--- src/rtl/wdog_pkg.sv ---
package wdog_pkg;
  localparam int BIT_RESTART  = 0;
  localparam int BIT_RST_EN   = 1;
  localparam int BIT_RST_FLAG = 2;
  localparam int BIT_IRQ_FLAG = 3;
  localparam int BIT_IVL_LO   = 4;
  localparam int BIT_IRQ_EN   = 6;
  localparam int BIT_EN       = 7;
  localparam int BIT_PRE_LO   = 10;

  typedef struct packed {
    logic [1:0] pre_sel;
    logic       en;
    logic       irq_en;
    logic [1:0] ivl_sel;
    logic       rst_en;
  } wdog_ctl_t;

  typedef enum logic {PH_COUNT = 1'b0, PH_WARN = 1'b1} wdog_phase_e;

  // log2 of the tick period multiplier for a prescaler code
  function automatic int unsigned pre_shift(input logic [1:0] sel);
    case (sel)
      2'd0:    return 0;
      2'd1:    return 3;
      2'd2:    return 6;
      default: return 11;
    endcase
  endfunction

  // log2 of the timeout multiplier for an interval code
  function automatic int unsigned ivl_shift(input logic [1:0] sel);
    return 2 * int'(sel);
  endfunction

  function automatic logic [31:0] pack_word(input wdog_ctl_t c,
                                            input logic irq_f,
                                            input logic rst_f);
    logic [31:0] w;
    w = '0;
    w[BIT_RST_EN]        = c.rst_en;
    w[BIT_RST_FLAG]      = rst_f;
    w[BIT_IRQ_FLAG]      = irq_f;
    w[BIT_IVL_LO +: 2]   = c.ivl_sel;
    w[BIT_IRQ_EN]        = c.irq_en;
    w[BIT_EN]            = c.en;
    w[BIT_PRE_LO +: 2]   = c.pre_sel;
    return w;
  endfunction
endpackage

--- src/rtl/wdog_tick_gen.sv ---
module wdog_tick_gen import wdog_pkg::*; #(
  parameter int PRE_BASE_LOG2 = 0,
  localparam int PW = PRE_BASE_LOG2 + 12
) (
  input  logic       clk,
  input  logic       rst_n,
  input  logic       run,
  input  logic       clear,
  input  logic [1:0] pre_sel,
  output logic       tick
);
  logic [PW-1:0] pre_cnt;
  logic [PW-1:0] pre_limit;

  assign pre_limit = (PW'(1) << (PRE_BASE_LOG2 + pre_shift(pre_sel))) - PW'(1);
  assign tick = run && !clear && (pre_cnt >= pre_limit);

  always_ff @(posedge clk or negedge rst_n) begin
    if (!rst_n)              pre_cnt <= '0;
    else if (!run || clear)  pre_cnt <= '0;
    else if (tick)           pre_cnt <= '0;
    else                     pre_cnt <= pre_cnt + PW'(1);
  end

  // a clear always leaves the prescaler at zero
  assert_clear_zeroes_R2: assert property (@(posedge clk) disable iff (!rst_n)
    clear |=> (pre_cnt == '0));
endmodule

--- src/rtl/wdog_interval_ctr.sv ---
module wdog_interval_ctr import wdog_pkg::*; #(
  parameter int IVL_BASE_LOG2 = 4,
  parameter int WARN_TICKS    = 1024,
  localparam int CW_A = IVL_BASE_LOG2 + 7,
  localparam int CW_B = $clog2(WARN_TICKS) + 1,
  localparam int CW   = (CW_A > CW_B) ? CW_A : CW_B
) (
  input  logic       clk,
  input  logic       rst_n,
  input  logic       run,
  input  logic       restart,
  input  logic       tick,
  input  logic [1:0] ivl_sel,
  output logic       expire_evt,
  output logic       warn_done
);
  logic [CW-1:0] cnt;
  logic [CW-1:0] cnt_limit;
  wdog_phase_e   phase;
  logic          at_limit;

  always_comb begin
    if (phase == PH_COUNT)
      cnt_limit = (CW'(1) << (IVL_BASE_LOG2 + ivl_shift(ivl_sel))) - CW'(1);
    else
      cnt_limit = CW'(WARN_TICKS - 1);
  end

  assign at_limit   = run && !restart && tick && (cnt >= cnt_limit);
  assign expire_evt = at_limit && (phase == PH_COUNT);
  assign warn_done  = at_limit && (phase == PH_WARN);

  always_ff @(posedge clk or negedge rst_n) begin
    if (!rst_n) begin
      cnt   <= '0;
      phase <= PH_COUNT;
    end else if (!run || restart) begin
      cnt   <= '0;
      phase <= PH_COUNT;
    end else if (tick) begin
      if (at_limit) begin
        cnt   <= '0;
        phase <= (phase == PH_COUNT) ? PH_WARN : PH_COUNT;
      end else begin
        cnt <= cnt + CW'(1);
      end
    end
  end

  // restart returns the count to the start of the first stage
  assert_restart_clears_R4: assert property (@(posedge clk) disable iff (!rst_n)
    restart |=> (cnt == '0 && phase == PH_COUNT));
  // the warning stage is always entered through a first-stage expiry
  assert_warn_entry_R12: assert property (@(posedge clk) disable iff (!rst_n)
    (phase == PH_WARN && $past(phase) == PH_COUNT) |-> $past(expire_evt));
endmodule

--- src/rtl/wdog_rst_pulse.sv ---
module wdog_rst_pulse #(
  parameter int RST_PULSE_CLKS = 16,
  localparam int PCW = $clog2(RST_PULSE_CLKS) + 1
) (
  input  logic clk,
  input  logic rst_n,
  input  logic start,
  output logic rst_out
);
  logic           busy;
  logic [PCW-1:0] len_cnt;

  always_ff @(posedge clk or negedge rst_n) begin
    if (!rst_n) begin
      busy    <= 1'b0;
      len_cnt <= '0;
    end else if (start && !busy) begin
      busy    <= 1'b1;
      len_cnt <= '0;
    end else if (busy) begin
      if (len_cnt == PCW'(RST_PULSE_CLKS - 1)) busy <= 1'b0;
      else                                      len_cnt <= len_cnt + PCW'(1);
    end
  end

  assign rst_out = busy;

  // the pulse ends only after its full length
  assert_pulse_len_R8: assert property (@(posedge clk) disable iff (!rst_n)
    $fell(rst_out) |-> ($past(len_cnt) == PCW'(RST_PULSE_CLKS - 1)));
  // a new request never lands on a pulse in progress
  assert_no_retrigger_R8: assert property (@(posedge clk) disable iff (!rst_n)
    start |-> !busy);
endmodule

--- src/rtl/wdog_timer.sv ---
module wdog_timer import wdog_pkg::*; #(
  parameter int PRE_BASE_LOG2  = 0,
  parameter int IVL_BASE_LOG2  = 4,
  parameter int WARN_TICKS     = 1024,
  parameter int RST_PULSE_CLKS = 16
) (
  input  logic        clk,
  input  logic        rst_n,
  input  logic        wr_en,
  input  logic        rd_en,
  input  logic [31:0] wr_data,
  output logic [31:0] rd_data,
  output logic        irq_out,
  output logic        rst_out
);
  wdog_ctl_t ctl;
  logic      irq_flag;
  logic      rst_flag;
  logic      restart;
  logic      tick;
  logic      expire_evt;
  logic      warn_done;
  logic      fire_rst;
  logic      clr_irq;
  logic      clr_rst;
  logic      unused_wr_bits;

  assign restart  = wr_en && wr_data[BIT_RESTART];
  assign clr_irq  = wr_en && wr_data[BIT_IRQ_FLAG];
  assign clr_rst  = wr_en && wr_data[BIT_RST_FLAG];
  assign fire_rst = warn_done && ctl.rst_en;
  assign unused_wr_bits = ^{wr_data[31:12], wr_data[9:8]};

  always_ff @(posedge clk or negedge rst_n) begin
    if (!rst_n) begin
      ctl <= '0;
    end else if (wr_en) begin
      ctl.rst_en  <= wr_data[BIT_RST_EN];
      ctl.ivl_sel <= wr_data[BIT_IVL_LO +: 2];
      ctl.irq_en  <= wr_data[BIT_IRQ_EN];
      ctl.en      <= wr_data[BIT_EN];
      ctl.pre_sel <= wr_data[BIT_PRE_LO +: 2];
    end
  end

  // flags: a new event wins over a same-cycle clear
  always_ff @(posedge clk or negedge rst_n) begin
    if (!rst_n) begin
      irq_flag <= 1'b0;
      rst_flag <= 1'b0;
    end else begin
      irq_flag <= expire_evt || (irq_flag && !clr_irq);
      rst_flag <= fire_rst   || (rst_flag && !clr_rst);
    end
  end

  wdog_tick_gen #(.PRE_BASE_LOG2(PRE_BASE_LOG2)) u_tick (
    .clk(clk), .rst_n(rst_n), .run(ctl.en), .clear(restart),
    .pre_sel(ctl.pre_sel), .tick(tick)
  );

  wdog_interval_ctr #(.IVL_BASE_LOG2(IVL_BASE_LOG2), .WARN_TICKS(WARN_TICKS)) u_ivl (
    .clk(clk), .rst_n(rst_n), .run(ctl.en), .restart(restart), .tick(tick),
    .ivl_sel(ctl.ivl_sel), .expire_evt(expire_evt), .warn_done(warn_done)
  );

  wdog_rst_pulse #(.RST_PULSE_CLKS(RST_PULSE_CLKS)) u_pulse (
    .clk(clk), .rst_n(rst_n), .start(fire_rst), .rst_out(rst_out)
  );

  assign irq_out = irq_flag && ctl.irq_en && ctl.en;
  assign rd_data = rd_en ? pack_word(ctl, irq_flag, rst_flag) : 32'h0;

  // a first-stage expiry always leaves the interrupt flag set
  assert_flag_on_expire_R3: assert property (@(posedge clk) disable iff (!rst_n)
    expire_evt |=> irq_flag);
  // a reset pulse only starts when reset enable was set
  assert_reset_needs_enable_R9: assert property (@(posedge clk) disable iff (!rst_n)
    $rose(rst_out) |-> $past(ctl.rst_en));
  // the reset flag only drops on a software clear
  assert_rstflag_sticky_R10: assert property (@(posedge clk) disable iff (!rst_n)
    (rst_flag && !clr_rst) |=> rst_flag);
  // no expiry while the watchdog is off
  assert_quiet_when_off_R11: assert property (@(posedge clk) disable iff (!rst_n)
    !ctl.en |-> !(expire_evt || warn_done));
endmodule

--- config.mk ---
export PLATFORM = sky130hd
export DESIGN_NAME = wdog_timer
export DESIGN_NICKNAME = d
export VERILOG_FILES = /design/src/rtl/wdog_pkg.sv /design/src/rtl/wdog_tick_gen.sv /design/src/rtl/wdog_interval_ctr.sv /design/src/rtl/wdog_rst_pulse.sv /design/src/rtl/wdog_timer.sv
export SDC_FILE = /design/constraint.sdc
export NUM_CORES = 1
export LEC_CHECK = 0
export ABC_AREA = 1
export CAP_MARGIN = 15
export CORE_ASPECT_RATIO = 0.6
export CORE_UTILIZATION = 60
export DETAILED_ROUTE_END_ITERATION = 16
export DONT_BUFFER_PORTS = 1
export GPL_ROUTABILITY_DRIVEN = 1
export PLACE_DENSITY = 0.75
export SETUP_SLACK_MARGIN = 0.3
export SLEW_MARGIN = 20
export SYNTH_ARGS = -nofsm -noshare
export SYNTH_HDL_FRONTEND = slang
export SYNTH_SLANG_ARGS = --single-unit
--- constraint.sdc ---
create_clock -name clk -period 2.8 [get_ports clk]
set_input_delay 0.56 -clock clk [delete_from_list [all_inputs] [get_ports clk]]
set_output_delay 0.56 -clock clk [all_outputs]
set_load 0.05 [all_outputs]
==> results.py, run 1 <==
metrics = {
    "status": {
        "status": "finished, final reports clean",
    },
    "final_layout": {
        "area_growth_pct": 3.40,
        "fin_nets": 429,
        "n_antenna_cell": 0,
        "drive_above_1_share_pct": 7.63,
        "fillers": 385,
        "multi_input_area_um2": 1510,
        "ff_latch_area_um2": 976,
        "final_core_util_pct": 67.6,
    },
    "synthesis": {
        "synth_cell_type_count": 36,
        "syn_area_um2": 2800,
        "synth_edf_count": 0,
        "ys_seq_elements": 39,
        "synthArstFlopShare_pct": 100,
        "syn_inst": 361,
        "synth_area_per_cell_um2": 7.75,
        "synth_seq_area_share_pct": 34.9,
        "ys.flop_type": "dfrtp_1",
        "ys_warn_count": 0,
    },
    "floorplan": {
        "dieArea_um2": 4950,
        "die-width_um": 90.1,
        "rows": 18,
        "die_y_um": 54.9,
        "start_util_pct": 65.4,
        "core_area_um2": 4280,
        "io_pins": 70,
    },
    "placement": {
        "dpl_worst_slack_ps": 643,
        "port_buffers": 0,
        "hpwl_mm": 3.89,
        "gp_routability_congestion": 0.885,
    },
    "global_routing": {
        "grt_pass1_vias": 1714,
        "antenna_found_initial": 0,
        "track_usage_pct": 22.7,
        "grt_pass1_wl_mm": 8.26,
        "grt_max_degree": 40,
        "overflow": 0,
    },
    "setup_path": {
        "cp_num_buf_inv": 2,
        "startpoint": "u_ivl.phase",
        "slowest_delay_ps": 520,
        "cp_data_required_time_ps": 3030,
        "r2r-start": "u_ivl.phase",
        "endpoint_kind": "flip-flop",
        "startpoint_type": "flip-flop",
        "crit_type": "reg2reg",
        "cpLargestDelayFamily": "simple AND/OR/NAND/NOR gates",
        "critPathMaxFanout": 11,
        "cp_data_arrival_time_ps": 2400,
        "crit_chain": "nor3_1, ha_1, nand2_1, nor2_1, nand3_1, nand4_1, inv_1, nor2_4, nor2_4, inv_6, nor2_1",
        "slowest_stage": "dfrtp_1",
    },
    "power_and_ir_drop": {
        "p_sw_w": 0.000401,
        "combPwrFrac_pct": 17.1,
        "pwr-share-seq_pct": 46.1,
        "p_leak_nw": 1.56,
        "ir_drop_v": 0.000301,
        "power_density_nw_per_um2": 444,
        "p_clk_share_pct": 36.8,
        "p_int_w": 0.000884,
        "switching_share_pct": 31.2,
    },
    "clocking": {
        "cts-htree-levels": 2,
        "clockBufferDepth": 2,
        "cts.sinks": 39,
        "clk_pin_slew_ps": 80,
        "cts_resized": 0,
        "cts_setup_buffers": 0,
        "clockRootBuffer": "clkbuf_8",
        "cts_buffers": 5,
        "clock_latency_ps": 300,
        "tritoncts": "done",
    },
    "worst_hold_path": {
        "hold_class": "in2async",
    },
    "timing": {
        "fin_worst_skew_ps": 6.27,
        "setup_ws_ps": 633,
        "grt_setup_unrepaired": "no",
        "setup_viol": 0,
        "clock.fmax_ghz": 0.461,
        "slew_headroom_pct": 41.7,
        "drv_slew": 0,
        "final_hold_viol_count": 0,
        "tns_ps": 0,
        "worstMarginPinSlew_ps": 871,
        "min_period_ps": 2170,
        "min_period_over_period_pct": 77.4,
    },
    "flow_run": {
        "drv_cap": 0,
    },
    "detailed_routing": {
        "wire_per_inst_um": 11.6,
        "drtIter0Drc": 93,
        "drt_wl_total_mm": 4.94,
        "avgViaCountPerCell": 4.91,
        "ant_nets": 0,
        "dr.pass1.iters": 4,
        "drc_errors": 0,
        "vias": 2097,
    },
}
## synthesized netlist by cell type, types with 2 or more instances
master     n  area share (%)
nand2_1   92              12
inv_1     49             6.6
dfrtp_1   39              35
nor2_1    37             5.0
ha_1      27              12
buf_4     23             6.2
a21oi_1   13             2.3
nand3_1   13             2.3
xor2_1    11             3.4
nand4_1    7             1.6
nand2_2    6             1.3
o21ai_0    6             1.1
nor3_1     5            0.89
clkbuf_1   3            0.40
nor2_4     3             1.2
o21a_1     3            0.81
a21oi_4    2             1.2
and3_1     2            0.45
buf_6      2            0.81
conb_1     2            0.27
## stage by stage
step | instances | total power (W) | area [µm²] | hold WS, ps
global route | 427 | 0.00135 | 2890 | 102
detailed placement | 418 | 0.000809 | 2760 | 266
CTS | 427 | 0.00130 | 2890 | 93.3
floorplan | 386 | 0.000815 | 2890 | 264
finish | 427 | 0.00129 | 2890 | 89.3
global placement | 418 | 0.000805 | 2760 | 266
## cells in the final DEF, fill, tap and decap left out, drive strengths merged, types with 2 or more instances in the layout
cell type   n
conb       27
nor2       41
nand4       8
nand3      14
ha         27
nor3        5
o21ai       8
nand2      98
o21a        3
clkinv      2
clkbuf      5
dfrtp      39
xor2       11
o21bai      2
and3        2
inv        51
a21oi      16
## cell families (layout without fill, tap and decap cells)
kind of cell | after synthesis | in the layout | share of synthesized area, %
AO/OA/AOI/OAI | 31 | 31 | 7.38
XOR/XNOR | 12 | 12 | 3.76
adder cells (fa/ha/maj) | 27 | 27 | 12.1
buffers and inverters | 79 | 60 | 14.5
flip-flops | 39 | 39 | 34.9
other | 2 | 27 | 0.269
AND/OR/NAND/NOR | 171 | 171 | 27.1
## layout make-up
class                      count  area share [%]
clock inverter                 3            1.51
tap                           60            2.60
clock buffer                   5            2.38
timing repair buffer           1           0.692
multi-input combinational    268            52.2
sequential                    39            33.8
inverter                      51            6.88
## registers in the layout (all words and copies together), names as in the netlist
name	count
u_ivl.cnt	11
u_ivl.phase	1
u_pulse.rst_out	1
u_tick.pre_cnt	12
u_pulse.len_cnt	5
rst_flag	1
irq_flag	1
ctl	7
## metal layers
layer	track usage [%]	wire length, µm	vias up
met5	0	0	-
met4	7.53	57	0
met3	5.14	238	7
met2	31.2	1840	57
met1	34.8	2800	941
li1	-	-	1092
## power by group through the flow
stage / combinational, W / clock [W] / sequential, W
finish: 0.000220 / 0.000473 / 0.000592
global route: 0.000246 / 0.000507 / 0.000595
CTS: 0.000221 / 0.000490 / 0.000592
detailed placement: 0.000206 / 0 / 0.000603
global placement: 0.000202 / 0 / 0.000603
floorplan: 0.000219 / 0 / 0.000595
## worst paths after layout
path                                      to  slack (ps)  cells past startpoint
worst max-delay path            u_ivl.cnt[4]         630                     11
worst min-delay path            u_ivl.cnt[7]          90                      1
worst max register to register  u_ivl.cnt[4]         630                     11
worst min register to register      rst_flag         500                      2
max in group asynchronous             ctl[4]        2520                      1
min in group clk                      ctl[3]         360                      1
## timing repair
item | CTS | global route
endpoints found under the setup margin | 0 | 0
hold buffers | 1 | 0
endpoints found under the hold margin | 39 | 0
(Power assumes the default switching activity.)
==> run 2: changes to the inputs <==
--- a/config.mk
+++ b/config.mk
@@ -5,14 +5,14 @@
 export SDC_FILE = /design/constraint.sdc
 export NUM_CORES = 1
 export LEC_CHECK = 0
-export ABC_AREA = 1
+export ABC_AREA = 0
 export CAP_MARGIN = 15
 export CORE_ASPECT_RATIO = 0.6
-export CORE_UTILIZATION = 60
+export CORE_UTILIZATION = 57
 export DETAILED_ROUTE_END_ITERATION = 16
 export DONT_BUFFER_PORTS = 1
 export GPL_ROUTABILITY_DRIVEN = 1
-export PLACE_DENSITY = 0.75
+export PLACE_DENSITY = 0.74
 export SETUP_SLACK_MARGIN = 0.3
 export SLEW_MARGIN = 20
 export SYNTH_ARGS = -nofsm -noshare
==> constraint.sdc (replaced) <==
create_clock -name clk -period 1.8 [get_ports clk]
set_input_delay 0.36 -clock clk [delete_from_list [all_inputs] [get_ports clk]]
set_output_delay 0.36 -clock clk [all_outputs]
set_load 0.05 [all_outputs]
==> run 2 against run 1 <==
The flow now finishes with violations (negative setup slack); via count up 8.8%; worst hold slack better by 76 ps; largest cell class unchanged; global-route usage up 5.1 points; critical path type unchanged; clock power up 39%; setup slack worse by 1200 ps; highest routed layer unchanged; power up 63%; routed wire length up 46%; synthesized cell count down 22%.
==> results.py, run 2 <==
metrics = {
    "detailed_routing": {
        "drc_errors": 0,
        "avgViaCountPerCell": 5.73,
        "drtIter0Drc": 198,
        "wire_per_inst_um": 18.1,
        "ant_nets": 0,
        "dr.pass1.iters": 4,
        "vias": 2282,
        "drt_wl_total_mm": 7.21,
    },
    "clocking": {
        "cts_buffers": 5,
        "clock_latency_ps": 290,
        "cts-htree-levels": 2,
        "cts.sinks": 39,
        "clockBufferDepth": 2,
        "clk_pin_slew_ps": 70,
        "tritoncts": "done",
        "clockRootBuffer": "clkbuf_8",
    },
    "setup_path": {
        "startpoint_type": "flip-flop",
        "path_common_cell": "a21o_1",
        "slowest_delay_ps": 530,
        "critPathMaxFanout": 6,
        "slowest_stage": "or4_4",
        "crit_chain": "nand2_2, ha_4, a21o_1, a21o_1, buf_4, a211oi_2, and2_4, or4_4, a31o_1",
        "endpoint_kind": "flip-flop",
        "r2r_setup_slack_ps": -600,
        "crit_type": "reg2reg",
        "cp_data_arrival_time_ps": 2580,
        "cp_data_required_time_ps": 1980,
    },
    "timing": {
        "grt_setup_unrepaired": "yes",
        "setup_ws_ps": -603,
        "final_hold_viol_count": 0,
        "tns_ps": -16210,
        "clock.fmax_ghz": 0.416,
        "drv_slew": 0,
        "setup_viol": 32,
        "fin_worst_skew_ps": 3.79,
        "min_period_ps": 2400,
        "min_period_over_period_pct": 133,
    },
    "synthesis": {
        "synth_seq_area_share_pct": 37.3,
        "syn_area_um2": 2620,
        "yosys.area_share.simple_pct": 20.2,
        "muxShareOfSynthArea_pct": 2.58,
        "synth_edf_count": 0,
        "synth_top_family_by_area": "simple AND/OR/NAND/NOR gates",
        "synth_cell_type_count": 42,
        "synth_most_common_cell": "dfrtp_1",
        "yosys.area_share.adder_pct": 12.9,
        "ys.flop_type": "dfrtp_1",
        "synthTopCellsByArea": "dfrtp_1 37%, ha_1 13%, buf_4 6.6%",
        "yosysTopAreaCell": "dfrtp_1",
        "synth_xor_area_share_pct": 6.36,
        "syn_inst": 281,
        "ys_seq_elements": 39,
        "synthArstFlopShare_pct": 100,
        "ys_warn_count": 0,
        "synth_top_area_share_pct": 37.3,
        "synth_area_per_cell_um2": 9.31,
        "synth_top_cells_by_count": "39 x dfrtp_1, 29 x nor2_1, 28 x nand2_1",
        "synth_compound_area_share_pct": 11.2,
    },
    "placement": {
        "place_area_um2": 3000,
        "dpl_worst_slack_ps": -612,
        "port_buffers": 0,
        "gp_routability_congestion": 0.850,
        "place_inst": 378,
        "hpwl_mm": 4.32,
    },
    "global_routing": {
        "grt_max_degree": 40,
        "grt_pass1_vias": 1949,
        "antenna_found_initial": 0,
        "track_usage_pct": 27.8,
        "grt_pass1_wl_mm": 9.63,
        "overflow": 0,
    },
    "power_and_ir_drop": {
        "power_density_nw_per_um2": 602,
        "ir_drop_v": 0.000396,
        "pwr-share-seq_pct": 44.2,
        "p_leak_nw": 1.57,
        "combPwrFrac_pct": 24.4,
        "p_int_w": 0.00142,
        "p_sw_w": 0.000679,
        "switching_share_pct": 32.3,
        "p_clk_share_pct": 31.4,
    },
    "floorplan": {
        "rows": 18,
        "start_util_pct": 61.4,
        "io_pins": 70,
        "die-width_um": 89.4,
        "core_area_um2": 4260,
        "dieArea_um2": 4870,
        "die_y_um": 54.5,
    },
    "final_layout": {
        "area_growth_pct": 33.5,
        "regMostFlops": "u_tick.pre_cnt",
        "finalInstanceArea_um2": 3490,
        "drive_above_1_share_pct": 36.7,
        "n_antenna_cell": 0,
        "final_core_util_pct": 82.0,
        "top_regs": "u_tick.pre_cnt: 12 flops, u_ivl.cnt: 11 flops, ctl: 7 flops",
        "final_common_cell": "buf_4",
        "fin_nets": 400,
        "final_cells": 398,
        "largest_reg_flops": 12,
        "final_cell_mix": "43 x buf_4, 36 x dfrtp_1, 27 x conb_1",
    },
    "status": {
        "violations": "negative setup slack",
        "status": "complete, but fails checks",
    },
    "flow_run": {
        "drv_cap": 0,
    },
    "worst_hold_path": {
        "hold_class": "in2reg",
    },
}
run 2: changes by cell type after synthesis, moves of 6 or more:
cell | before | now
and2_1 | 0 | 13
nor2_1 | 37 | 29
nand2_1 | 92 | 28
xnor2_1 | 1 | 13
nand2_2 | 6 | 0
mux2_2 | 0 | 6
inv_1 | 49 | 9
run 2: timing repair:
item,CTS,global route
gates cloned,1,0
buffers inserted,5,4
hold buffers,2,0
gates resized for setup,41,28
endpoints found under the setup margin,38,35
pin swaps,14,16
endpoints found under the hold margin,39,0
run 2: cell type report:
type,instances,area (µm²)
multi-input cells,229,1840
well taps,60,75.1
repair buffers,53,468
inverters,9,33.8
flip-flops and latches,39,980
fillers,228,764
clock buffers,8,100
run 2: cell families (layout without fill, tap and decap cells):
family                     Yosys count  after routing
adders and majority gates           27             27
AOI/OAI and AO/OA                   43             43
other                                2             27
buffers and inverters               38             70
muxes                                6              6
DFF                                 39             39
xor gates and xnor gates            19             19
and+or+nand+nor                    107            107
run 2: final timing paths:
kind / depth (start not counted) / endpoint / startpoint
hold reg to reg: 2 / irq_flag / irq_flag
setup / recovery: 9 / u_pulse.len_cnt[2] / ctl[6]
max in group asynchronous: 2 / ctl[6] / rst_n
setup reg to reg: 9 / u_pulse.len_cnt[2] / ctl[6]
min in group asynchronous: 2 / u_pulse.rst_out / rst_n
hold / removal: 1 / ctl[6] / wr_en
run 2: critical path: cells and delay by family (launching register included):
family,cells,cell delay [ps]
AOI/OAI and AO/OA,4,610
adders and majority gates,1,290
buffers and inverters,1,140
DFF,1,470
and+or+nand+nor,3,780
run 2: layer usage:
metal | part of all wire [%] | vias to the layer above | global-route usage, %
li1 | - | 1029 | -
met1 | 44 | 1117 | 39.0
met2 | 46 | 115 | 44.7
met3 | 7.3 | 21 | 5.28
met4 | 2.2 | 0 | 7.14
met5 | 0 | - | 0
run 2: power groups by stage:
stage	Sequential (W)	Clock, W	Combinational (W)
finish	0.000929	0.000659	0.000513
global route	0.000933	0.000704	0.000550
CTS	0.000927	0.000659	0.000471
detailed placement	0.000945	0	0.000383
global placement	0.000943	0	0.000372
floorplan	0.000938	0	0.000346
run 2: metrics by stage:
| step | hold slack [ps] | total power [W] |
|---|---|---|
| after floorplan | 64.4 | 0.00128 |
| after global routing | 172 | 0.00219 |
| after CTS | 179 | 0.00206 |
| after detailed placement | 65.3 | 0.00133 |
| final | 166 | 0.00210 |
| after global placement | 65.6 | 0.00131 |
==> run 3: changes to the inputs <==
--- a/config.mk
+++ b/config.mk
@@ -7,13 +7,15 @@
 export LEC_CHECK = 0
 export ABC_AREA = 0
 export CAP_MARGIN = 15
-export CORE_ASPECT_RATIO = 0.6
+export CORE_ASPECT_RATIO = 0.8
 export CORE_UTILIZATION = 57
+export CTS_CLUSTER_SIZE = 20
 export DETAILED_ROUTE_END_ITERATION = 16
 export DONT_BUFFER_PORTS = 1
 export GPL_ROUTABILITY_DRIVEN = 1
 export PLACE_DENSITY = 0.74
 export SETUP_SLACK_MARGIN = 0.3
+export SKIP_CTS_REPAIR_TIMING = 1
 export SLEW_MARGIN = 20
 export SYNTH_ARGS = -nofsm -noshare
 export SYNTH_HDL_FRONTEND = slang
==> run 3 against run 2 <==
The run still ends with negative setup slack left; setup slack gained 20 ps; maximum frequency grew 0.83%; core utilization is 1.5 points lower; non-clock buffer count is 2 higher; clock skew up 0.76 ps; sequential power about the same; sequential share of layout area is 0.42 points higher; worst hold slack improved by 10 ps; register-to-register slack gained 20 ps; clock power fell by 11%; die area decreased by 0.15%; design area shrank 1.2%; critical path type unchanged; critical endpoint unchanged; highest routed layer unchanged.
==> results.py, run 3 (same netlist as run 2, synthesis figures left out) <==
metrics = {
    "status": {
        "status": "complete, but fails checks",
        "violations": "negative setup slack",
    },
    "detailed_routing": {
        "dr.pass1.iters": 4,
        "drtIter0Drc": 124,
        "wire_per_inst_um": 15.7,
        "vias": 2168,
        "avgViaCountPerCell": 5.46,
        "drc_errors": 0,
        "drt_wl_total_mm": 6.22,
        "ant_nets": 0,
    },
    "clocking": {
        "clock_latency_ps": 290,
        "cts-htree-levels": 2,
        "clk_pin_slew_ps": 80,
        "cts_buffers": 5,
        "clockBufferDepth": 2,
        "tritoncts": "done",
        "clockRootBuffer": "clkbuf_8",
        "cts.sinks": 39,
    },
    "setup_path": {
        "startpoint": "ctl[6]",
        "r2r_end": "u_pulse.len_cnt[2]",
        "r2r_setup_slack_ps": -580,
        "cp_data_required_time_ps": 1990,
        "critPathCapture": "u_pulse.len_cnt[2]",
        "startpoint_type": "flip-flop",
        "critPathMaxFanout": 6,
        "cp_data_arrival_time_ps": 2570,
        "ff2ff_path_depth": 9,
        "r2r-start": "ctl[6]",
        "crit_type": "reg2reg",
        "endpoint_kind": "flip-flop",
    },
    "timing": {
        "clock.fmax_ghz": 0.420,
        "final_hold_viol_count": 0,
        "min_period_over_period_pct": 132,
        "setup_ws_ps": -583,
        "grt_setup_unrepaired": "yes",
        "drv_slew": 0,
        "fin_worst_skew_ps": 4.55,
        "setup_viol": 32,
        "min_period_ps": 2380,
    },
    "placement": {
        "dpl_worst_slack_ps": -541,
        "port_buffers": 0,
        "gp_routability_congestion": 0.865,
        "place_inst": 377,
        "hpwl_mm": 3.92,
    },
    "final_layout": {
        "final_cell_mix": "43 x buf_4, 34 x dfrtp_1, 27 x conb_1",
        "final_core_util_pct": 80.5,
        "n_antenna_cell": 0,
        "final_common_cell": "buf_4",
        "fin_nets": 402,
        "drive_above_1_share_pct": 37.9,
        "regMostFlops": "u_tick.pre_cnt",
        "final_cells": 397,
        "largest_reg_flops": 12,
        "top_regs": "u_tick.pre_cnt: 12 flops, u_ivl.cnt: 11 flops, ctl: 7 flops",
        "area_growth_pct": 31.9,
    },
    "global_routing": {
        "grt_pass1_vias": 1975,
        "use_met1_pct": 34.1,
        "use_met3_pct": 5.55,
        "use_met2_pct": 35.6,
        "grt_pass1_wl_mm": 8.96,
        "track_usage_pct": 23.3,
        "grt-busiest-layer": "met2",
        "antenna_found_initial": 0,
        "overflow": 0,
        "grt_max_degree": 40,
    },
    "floorplan": {
        "rows": 21,
        "die_y_um": 62.6,
        "io_pins": 70,
        "dieArea_um2": 4860,
        "start_util_pct": 61.1,
        "core_area_um2": 4280,
        "die-width_um": 77.7,
    },
    "power_and_ir_drop": {
        "p_leak_nw": 1.57,
        "ir_drop_v": 0.000597,
        "power_density_nw_per_um2": 578,
    },
    "worst_hold_path": {
        "hold_class": "in2reg",
        "hp-start": "wr_en",
    },
    "flow_run": {
        "drv_cap": 0,
    },
}
[run 3: cell types whose count changed in the layout (fill, tap and decap cells not counted), sizes merged]
cell    previous run  this run
clkbuf             8         6
clkinv             0         2
buf               52        54
[run 3: through the flow]
step	instance area, µm²	setup TNS, ps	hold WS, ps	total power [W]
after global placement	3000	-11940	65.3	0.00131
after floorplan	2830	-8210	64.4	0.00128
after CTS	3090	-13950	-250	0.00190
after global routing	3450	-15410	172	0.00209
after detailed placement	3000	-12810	65.4	0.00132
final	3450	-13000	176	0.00199
[run 3: critical path: stages, from the launching register on]
cell      delay (ps)
dfrtp_2          450
nand2_2           90
ha_4             290
a21o_1           110
a21o_1           210
buf_6            130
a211oi_2          80
and2_4           200
or4_4            520
a31o_1           190
[run 3: area by class of cell]
cell class / instances / area (µm²)
repair buffers: 55 / 477
clock buffers: 6 / 72.6
fillers: 261 / 833
multi-input cells: 229 / 1800
well taps: 57 / 71.3
flip-flops and latches: 39 / 982
inverters: 9 / 33.8
clock inverters: 2 / 13.8
[run 3: how the worst min path moves through the flow]
| stage | endpoint | depth (start not counted) | slack [ps] |
|---|---|---|---|
| floorplan | ctl[0] | 0 | 60 |
| global placement | u_tick.pre_cnt[6] | 0 | 70 |
| detailed placement | u_tick.pre_cnt[6] | 0 | 70 |
| CTS | u_tick.pre_cnt[4] | 0 | -250 |
| global route | ctl[6] | 1 | 170 |
| finish | ctl[6] | 1 | 180 |
[run 3: routing by layer]
metal  routed length (µm)  up-vias
li1                     -     1037
met1                 2800     1036
met2                 2910       81
met3                  348       14
met4                  162        0
met5                    0        -
[run 3: where the power goes]
part / internal (W) / switching [W]
Combinational: 0.000157 / 0.000318
Sequential: 0.000899 / 0.0000310
Clock: 0.000274 / 0.000314
Total: 0.00133 / 0.000663
